--- config.mk ---
export PLATFORM = sky130hd
export DESIGN_NAME = ctl_xfer_unit
export DESIGN_NICKNAME = d
export VERILOG_FILES = /design/src/rtl/xfer_pkg.sv /design/src/rtl/xfer_decode.sv /design/src/rtl/xfer_target.sv /design/src/rtl/ctl_xfer_unit.sv
export SDC_FILE = /design/constraint.sdc
export NUM_CORES = 1
export LEC_CHECK = 0
export ABC_CLOCK_PERIOD_IN_PS = 4900
export BUFFER_PORTS_ARGS = -buffer_cell sky130_fd_sc_hd__buf_2
export CORE_MARGIN = 3
export CORE_UTILIZATION = 38
export CTS_CLUSTER_DIAMETER = 50
export DETAILED_ROUTE_END_ITERATION = 10
export HOLD_SLACK_MARGIN = 0.15
export PLACE_DENSITY = 0.67
export SYNTH_ARGS = -nofsm -noshare
export SYNTH_HDL_FRONTEND = slang
export SYNTH_HIERARCHICAL = 1
export SYNTH_SLANG_ARGS = --single-unit
--- constraint.sdc ---
create_clock -name clk -period 4.9 [get_ports clk]
set_input_delay 0.49 -clock clk [delete_from_list [all_inputs] [get_ports clk]]
set_output_delay 0.49 -clock clk [all_outputs]
set_load 0.1 [all_outputs]
--- src/rtl/xfer_pkg.sv ---
package xfer_pkg;
    localparam int WORD_W = 16;
    localparam int VEC_W  = 8;

    localparam logic [3:0] OPC_CALL = 4'b0100;
    localparam logic [3:0] OPC_JUMP = 4'b1100;
    localparam logic [3:0] OPC_TRAP = 4'b1111;

    typedef enum logic [1:0] {
        SEQ_IDLE  = 2'd0,
        SEQ_ISSUE = 2'd1,
        SEQ_WAIT  = 2'd2
    } seq_e;

    typedef struct packed {
        seq_e              st;
        logic [WORD_W-1:0] vec_addr;
        logic [WORD_W-1:0] ret_pc;
    } seq_t;
endpackage

--- src/rtl/xfer_decode.sv ---
module xfer_decode
    import xfer_pkg::*;
#(
    parameter int W = WORD_W
) (
    input  logic         valid,
    input  logic [W-1:0] ir,
    output logic         is_call,
    output logic         is_jump,
    output logic         is_trap,
    output logic         call_rel
);
    logic [3:0] opc;

    always_comb begin
        opc      = ir[W-1 -: 4];
        is_call  = valid && (opc == OPC_CALL);
        is_jump  = valid && (opc == OPC_JUMP);
        is_trap  = valid && (opc == OPC_TRAP);
        call_rel = is_call && ir[11];
    end
endmodule

--- src/rtl/xfer_target.sv ---
module xfer_target
    import xfer_pkg::*;
#(
    parameter int W    = WORD_W,
    parameter int OFFW = 11
) (
    input  logic [W-1:0] pc_inc,
    input  logic [W-1:0] ir,
    input  logic [W-1:0] base_data,
    input  logic         rel,
    output logic [W-1:0] target
);
    logic [W-1:0] offs;

    always_comb begin
        offs   = {{(W-OFFW){ir[OFFW-1]}}, ir[OFFW-1:0]};
        target = rel ? (pc_inc + offs) : base_data;
    end
endmodule

--- src/rtl/ctl_xfer_unit.sv ---
module ctl_xfer_unit
    import xfer_pkg::*;
#(
    parameter int W    = WORD_W,
    parameter int VECW = VEC_W
) (
    input  logic         clk,
    input  logic         rst_n,
    input  logic         instr_valid,
    input  logic [W-1:0] ir,
    input  logic [W-1:0] pc_inc,
    output logic [2:0]   base_sel,
    input  logic [W-1:0] base_data,
    output logic         pc_load,
    output logic [W-1:0] pc_next,
    output logic         link_we,
    output logic [W-1:0] link_data,
    output logic         mem_req,
    output logic [W-1:0] mem_addr,
    input  logic         mem_rvalid,
    input  logic [W-1:0] mem_rdata,
    output logic         stall
);
    localparam int PADW = W - VECW;

    seq_t s_q, s_d;
    logic is_call, is_jump, is_trap, call_rel;
    logic [W-1:0] target;
    logic accept;

    assign accept   = (s_q.st == SEQ_IDLE) && instr_valid;
    assign base_sel = ir[8:6];

    xfer_decode #(.W(W)) u_dec (
        .valid    (accept),
        .ir       (ir),
        .is_call  (is_call),
        .is_jump  (is_jump),
        .is_trap  (is_trap),
        .call_rel (call_rel)
    );

    xfer_target #(.W(W), .OFFW(11)) u_tgt (
        .pc_inc    (pc_inc),
        .ir        (ir),
        .base_data (base_data),
        .rel       (call_rel),
        .target    (target)
    );

    always_comb begin
        s_d       = s_q;
        pc_load   = 1'b0;
        pc_next   = '0;
        link_we   = 1'b0;
        link_data = '0;
        mem_req   = 1'b0;
        mem_addr  = '0;
        stall     = 1'b0;
        case (s_q.st)
            SEQ_IDLE: begin
                if (is_call) begin
                    pc_load   = 1'b1;
                    pc_next   = target;
                    link_we   = 1'b1;
                    link_data = pc_inc;
                end else if (is_jump) begin
                    pc_load = 1'b1;
                    pc_next = target;
                end else if (is_trap) begin
                    stall      = 1'b1;
                    s_d.st     = SEQ_ISSUE;
                    s_d.vec_addr = {{PADW{1'b0}}, ir[VECW-1:0]};
                    s_d.ret_pc = pc_inc;
                end
            end
            SEQ_ISSUE: begin
                stall    = 1'b1;
                mem_req  = 1'b1;
                mem_addr = s_q.vec_addr;
                s_d.st   = SEQ_WAIT;
            end
            SEQ_WAIT: begin
                if (mem_rvalid) begin
                    pc_load   = 1'b1;
                    pc_next   = mem_rdata;
                    link_we   = 1'b1;
                    link_data = s_q.ret_pc;
                    s_d.st    = SEQ_IDLE;
                end else begin
                    stall = 1'b1;
                end
            end
            default: s_d.st = SEQ_IDLE;
        endcase
    end

    always_ff @(posedge clk) begin
        if (!rst_n) begin
            s_q <= '{st: SEQ_IDLE, vec_addr: '0, ret_pc: '0};
        end else begin
            s_q <= s_d;
        end
    end
endmodule

* Word level (Yosys, flattened, before mapping)
Cells that the tools add are included.
** Cells by class
- Add/sub/neg operators :: 1
- Eq/ne operators :: 9
- Muxes and demuxes :: 26
- Bitwise operators :: 2
- Reduce and logical (&&, ||, !) cells :: 8
** Operators with widths (count)
- $mux W34 :: 3
- $mux W16 :: 6
- $pmux W16 S2 :: 2
- $add A16 B16 Y16 :: 1
- $mux W1 :: 9
- $eq A4 B4 Y1 const B :: 2
- $mux W8 :: 1
- $ne A2 B2 Y1 const B :: 4
- $reduce_and A4 Y1 :: 2
- $pmux W2 S3 :: 1
- $logic_and A1 B1 Y1 :: 5
- $eq A4 B3 Y1 const B :: 1
- $pmux W1 S2 :: 2
- $pmux W1 S3 :: 1
- $eq A2 B1 Y1 const B :: 1
- $eq A2 B2 Y1 const B :: 1
- $logic_not A2 Y1 :: 1
- $mux W2 :: 1
- $not A1 Y1 :: 2
** Storage, ports and cells
- Bits in registers :: 26
- Input port bits :: 68
- Output and inout port bits :: 55
- Logic and storage cells :: 49

* Logic depth before layout (Yosys ltp)
- Depth in word-level cells :: 8
- Gate-level depth with buffers :: 10
- Depth with buffers taken out :: 9

* By module
The synthesis kept the hierarchy.
** Modules (own cells, without submodules)
- ctl_xfer_unit :: times used 1, cells an instance 182, area an instance 1549.0 um^2, seq. area each 520.5 um^2
- xfer_target :: times used 1, cells an instance 139, area an instance 1039.7 um^2, seq. area each 0.0 um^2
- xfer_decode :: times used 1, cells an instance 8, area an instance 55.1 um^2, seq. area each 0.0 um^2

* Least setup slack after synthesis
Ideal clock, no wire load.
- Kind :: input-to-output
- From :: in ir[0]
- To :: out pc_next[14]
- Arrival :: 2676 ps
- Required time :: 4410 ps
- Slack :: 1734 ps
- Cell stages on the path :: 8
- Path buffers :: 0
- Path through :: ha_1 -> fa_1 -> a21oi_1 -> o211ai_2 -> nand4_1 -> a21oi_1 -> o31ai_2 -> a22o_1
** Between the ends
- Longest elaborated chain between the ends :: 5
** Ends and longest elaborated chain
- from (decl) :: line ctl_xfer_unit.sv:10 : input logic [W-1:0] ir,
- $add A16 B16 Y16 (*) :: line xfer_target.sv:17 : target = rel ? (pc_inc + offs) : base_data;
- $mux W16 (*) :: line xfer_target.sv:17
- named net target[14] :: line ctl_xfer_unit.sv:28 : logic [W-1:0] target;
- $mux W16 :: line ctl_xfer_unit.sv:67 : end else if (is_jump) begin
- $mux W16 (*) :: line ctl_xfer_unit.sv:62 : if (is_call) begin
- $pmux W16 S2 (*) :: line ctl_xfer_unit.sv:60 : case (s_q.st)
- to (decl) :: line ctl_xfer_unit.sv:15 : output logic [W-1:0] pc_next,
The timed path passes the listed nets; every way through them passes the cells marked *.

* Worst setup path in the final report
- From :: reg s_q[32] in the netlist's numbering
- To :: out pc_next[11]
** Between the ends
- Longest elaborated chain between the ends :: 8
- Elaborated cells on any way between the ends :: 10
- Classes of those cells :: eq/ne (1); mux (4); reduce/logical (5)
** Ends and longest elaborated chain
- from (decl) :: line ctl_xfer_unit.sv:26 : seq_t s_q, s_d;
- from (signal assigned) :: line ctl_xfer_unit.sv:100 : s_q <= '{st: SEQ_IDLE, vec_addr: '0, ret_pc: '0};
- $logic_not A2 Y1 (*) :: line ctl_xfer_unit.sv:31 : assign accept = (s_q.st == SEQ_IDLE) && instr_valid;
- $logic_and A1 B1 Y1 (*) :: line ctl_xfer_unit.sv:31
- named net accept :: line ctl_xfer_unit.sv:29 : logic accept;
- $logic_and A1 B1 Y1 (*) :: line xfer_decode.sv:17 : is_call = valid && (opc == OPC_CALL);
- $logic_and A1 B1 Y1 (*) :: line xfer_decode.sv:20 : call_rel = is_call && ir[11];
- named net call_rel :: line ctl_xfer_unit.sv:27 : logic is_call, is_jump, is_trap, call_rel;
- $mux W16 (*) :: line xfer_target.sv:17
- named net target[11] :: line ctl_xfer_unit.sv:28
- $mux W16 :: line ctl_xfer_unit.sv:67
- $mux W16 (*) :: line ctl_xfer_unit.sv:62
- $pmux W16 S2 (*) :: line ctl_xfer_unit.sv:60
Marked as above.

==> impl_metrics.sql <==
INSERT INTO impl_metrics (metric_group, metric, value, unit) VALUES
('run_status', 'run_status', 'completed', ''),
('route', 'route.vias.total', '2697', ''),
('route', 'final_antenna_net_count', '0', ''),
('worst_setup_path', 'rrSetupSlack', '3.07', 'ns'),
('cts', 'cts.root.buffer_cell', 'sky130_fd_sc_hd__clkbuf_8', ''),
('worst_setup_path', 'crit_path_max_incr_delay', '0.55', 'ns'),
('sta', 'timing.clock.skew', '0.0101', 'ns'),
('synthesis', 'postSynthAreaPerCell', '8.04', 'µm²'),
('final_layout', 'drive_above_1_share', '33.5', '%'),
('placed_design', 'gpl.final_weighted_congestion', '0.896', ''),
('floorplan', 'die-area', '0.00799', 'mm²'),
('power', 'internal_power', '365', 'µW'),
('cts', 'cts-htree-levels', '1', ''),
('global_routing', 'groute.usage.overall', '18.0', '%'),
('synthesis', 'yosysTopAreaCell', 'sky130_fd_sc_hd__dfxtp_1', ''),
('power', 'power-per-cell-area', '191', 'mW/mm²'),
('synthesis', 'yosysWarningCount', '6', ''),
('sta', 'setup_tns', '0', 'ns'),
('synthesis', 'cell_with_the_most_instances_after_synthesis', 'sky130_fd_sc_hd__nand2_1', ''),
('worst_setup_path', 'critical_path.top_delay_family', 'simple AND/OR/NAND/NOR gates', ''),
('floorplan', 'initial_utilization', '40.5', '%'),
('floorplan', 'core.rowCount', '29', ''),
('sta', 'drv_slew', '0', ''),
('floorplan', 'die_h', '89.4', 'µm'),
('synthesis', 'post_synth_main_area_contributors', 'sky130_fd_sc_hd__dfxtp_1 (20%), sky130_fd_sc_hd__a22o_1 (11%), sky130_fd_sc_hd__mux2i_1 (9.1%), sky130_fd_sc_hd__nand2_1 (9.1%), sky130_fd_sc_hd__ha_1 (7.1%)', ''),
('route', 'wl', '7310', 'µm'),
('final_layout', 'reg_top3', 's_q: 26 flops', ''),
('worst_setup_path', 'timing.critical_path.from', 's_q[32]', ''),
('power', 'sequential_power_share', '35.3', '%'),
('worst_setup_path', 'crit_fanout', '20', ''),
('power', 'power.leakage', '1.53', 'nW'),
('synthesis', 'synthTopCellsByCount', 'sky130_fd_sc_hd__nand2_1 (64), sky130_fd_sc_hd__a22o_1 (32), sky130_fd_sc_hd__dfxtp_1 (26), sky130_fd_sc_hd__mux2i_1 (24), sky130_fd_sc_hd__ha_1 (15)', ''),
('route', 'avgRoutedWirePerCell', '14.6', 'µm'),
('final_layout', 'filler_cell_count', '672', ''),
('floorplan', 'top_level_ports', '123', ''),
('sta', 'final_cycle_utilization_of_the_critical_path', '70.7', '%'),
('worst_setup_path', 'critPathKind', 'reg -> out', ''),
('power', 'p_sw_share', '40.2', '%'),
('sta', 'worst_slack', '1.44', 'ns'),
('power', 'comb_power_share', '41.9', '%'),
('cts', 'cts_post_setup_buffers_inserted', '0', ''),
('global_routing', 'global_route.overflow_total', '0', ''),
('floorplan', 'placeableCoreArea', '0.00653', 'mm²'),
('synthesis', 'syn_inst', '329', ''),
('worst_setup_path', 'crit_chain', 'nor2_1 -> and2_1 -> nand2_2 -> nor4_4 -> buf_4 -> inv_1 -> or4_1 -> nand3_1 -> a22o_1 -> buf_2', ''),
('synthesis', 'sequential_area_share_after_synthesis', '19.7', '%'),
('worst_setup_path', 'critPathSlowestCell', 'sky130_fd_sc_hd__or4_1', ''),
('floorplan', 'die_x', '89.4', 'µm'),
('sta', 'fin_crit', '3.46', 'ns'),
('route', 'drcViolationCount', '0', ''),
('global_routing', 'grt_antenna_before_repair', '0', ''),
('route', 'detail_route.vias_per_cell', '5.38', ''),
('worst_hold_path', 'worst_hold_startpoint', 's_q[20]', ''),
('global_routing', 'grt_start_max_net_pins', '51', ''),
('synthesis', 'async_flop_share', '0', '%'),
('sta', 'slew_headroom', '36.2', '%'),
('cts', 'clock_transition_at_the_register_clock_pins_on_the_worst_setup_and_hold_paths_after_cts', '0.10', 'ns'),
('worst_setup_path', 'timing.critical_path.to_type', 'output port', ''),
('cts', 'ctsResizeCount', '0', ''),
('global_routing', 'grt_pass1_wl', '11600', 'µm'),
('power', 'netSwitchingPower', '245', 'µW'),
('worst_setup_path', 'cp_bufs_invs', '3', ''),
('synthesis', 'synth-main-ff-cell', 'sky130_fd_sc_hd__dfxtp_1', ''),
('final_layout', 'antenna-diode-count', '0', ''),
('cts', 'ctsLongestPathBuffers', '2', ''),
('job', 'maxCapViolCount', '0', ''),
('cts', 'clock_sinks', '26', ''),
('placed_design', 'hpwlAfterDp', '5900', 'µm'),
('synthesis', 'synth.top_cell.area_share', '19.7', '%'),
('power', 'max-vdd-ir-drop', '0.157', 'mV'),
('route', 'detail_route.first_pass.iterations', '4', '');
[cells by family (layout without fill, tap and decap cells)]
| kind of cell | Yosys count | in the layout | share of synthesized area, % |
|---|---|---|---|
| fa+ha+maj | 16 | 16 | 7.86 |
| xor+xnor | 7 | 7 | 2.32 |
| buf+inv | 41 | 129 | 9.56 |
| flops | 26 | 26 | 19.7 |
| compound gates | 81 | 81 | 24.8 |
| simple gates | 126 | 126 | 23.6 |
| other cells | 1 | 8 | 0.142 |
| mux | 31 | 31 | 12.1 |
[power groups by stage]
| stage | registers, mW | logic (mW) | clock network, mW |
|---|---|---|---|
| after floorplan | 0.220 | 0.198 | 0 |
| after global placement | 0.220 | 0.253 | 0 |
| after detailed placement | 0.220 | 0.254 | 0 |
| after CTS | 0.215 | 0.255 | 0.147 |
| after global routing | 0.215 | 0.279 | 0.154 |
| final | 0.215 | 0.256 | 0.139 |
[through the flow]
stage	cells	power [mW]	utilization (%)	hold slack, ns	cell area (µm²)
after floorplan	336	0.417	-	0.430	2670
after CTS	501	0.617	49.0	0.463	3200
final	501	0.610	49.0	0.462	3200
after global routing	501	0.649	49.0	0.472	3200
after global placement	497	0.473	48.2	0.439	3150
after detailed placement	497	0.474	48.2	0.444	3150
[worst reg2reg max path: stages (launching register included)]
cell and delay, ns:
sky130_fd_sc_hd__dfxtp_1 0.40, sky130_fd_sc_hd__nor2_1 0.08, sky130_fd_sc_hd__and2_1 0.18, sky130_fd_sc_hd__nand2_2 0.10
sky130_fd_sc_hd__nor4_2 0.05, sky130_fd_sc_hd__nor2_1 0.14, sky130_fd_sc_hd__and3_1 0.17, sky130_fd_sc_hd__buf_4 0.38
sky130_fd_sc_hd__mux2i_1 0.27
[worst paths after layout]
path,cells past startpoint,to
max,10,pc_next[11]
min,2,s_q[20]
max reg2reg,8,s_q[13]
min reg2reg,2,s_q[20]
[cell type report]
cell class,instances,area (µm²),share of cell area [%]
timing repair buffer,117,593,18.5
sequential,26,520,16.3
inverter,8,30.0,0.938
clock buffer,4,55.1,1.72
multi-input combinational,269,1910,59.5
tap,77,96.3,3.01
[routing by layer]
layer / track usage [%] / vias up / wire length [µm]
met2: 31.7 / 92 / 3470
met5: 0 / - / 0
met3: 3.59 / 4 / 527
met1: 23.5 / 1235 / 3280
met4: 1.89 / 0 / 39
li1: - / 1366 / -
[placed cells by master (no fill, tap or decap), types with 4 or more instances in the layout]
master,n
sky130_fd_sc_hd__mux2i_1,24
sky130_fd_sc_hd__mux2_2,7
sky130_fd_sc_hd__and3_1,6
sky130_fd_sc_hd__dfxtp_1,26
sky130_fd_sc_hd__nor2_1,11
sky130_fd_sc_hd__a21oi_1,13
sky130_fd_sc_hd__and2_1,11
sky130_fd_sc_hd__inv_1,8
sky130_fd_sc_hd__a22o_1,32
sky130_fd_sc_hd__nand3_1,6
sky130_fd_sc_hd__o21ai_0,5
sky130_fd_sc_hd__nand2_1,64
sky130_fd_sc_hd__xnor2_1,4
sky130_fd_sc_hd__clkbuf_8,4
sky130_fd_sc_hd__nor2b_1,4
sky130_fd_sc_hd__conb_1,8
sky130_fd_sc_hd__nand2b_1,4
sky130_fd_sc_hd__ha_1,15
sky130_fd_sc_hd__buf_2,114
No activity file was read; power rests on OpenSTA's default activity.
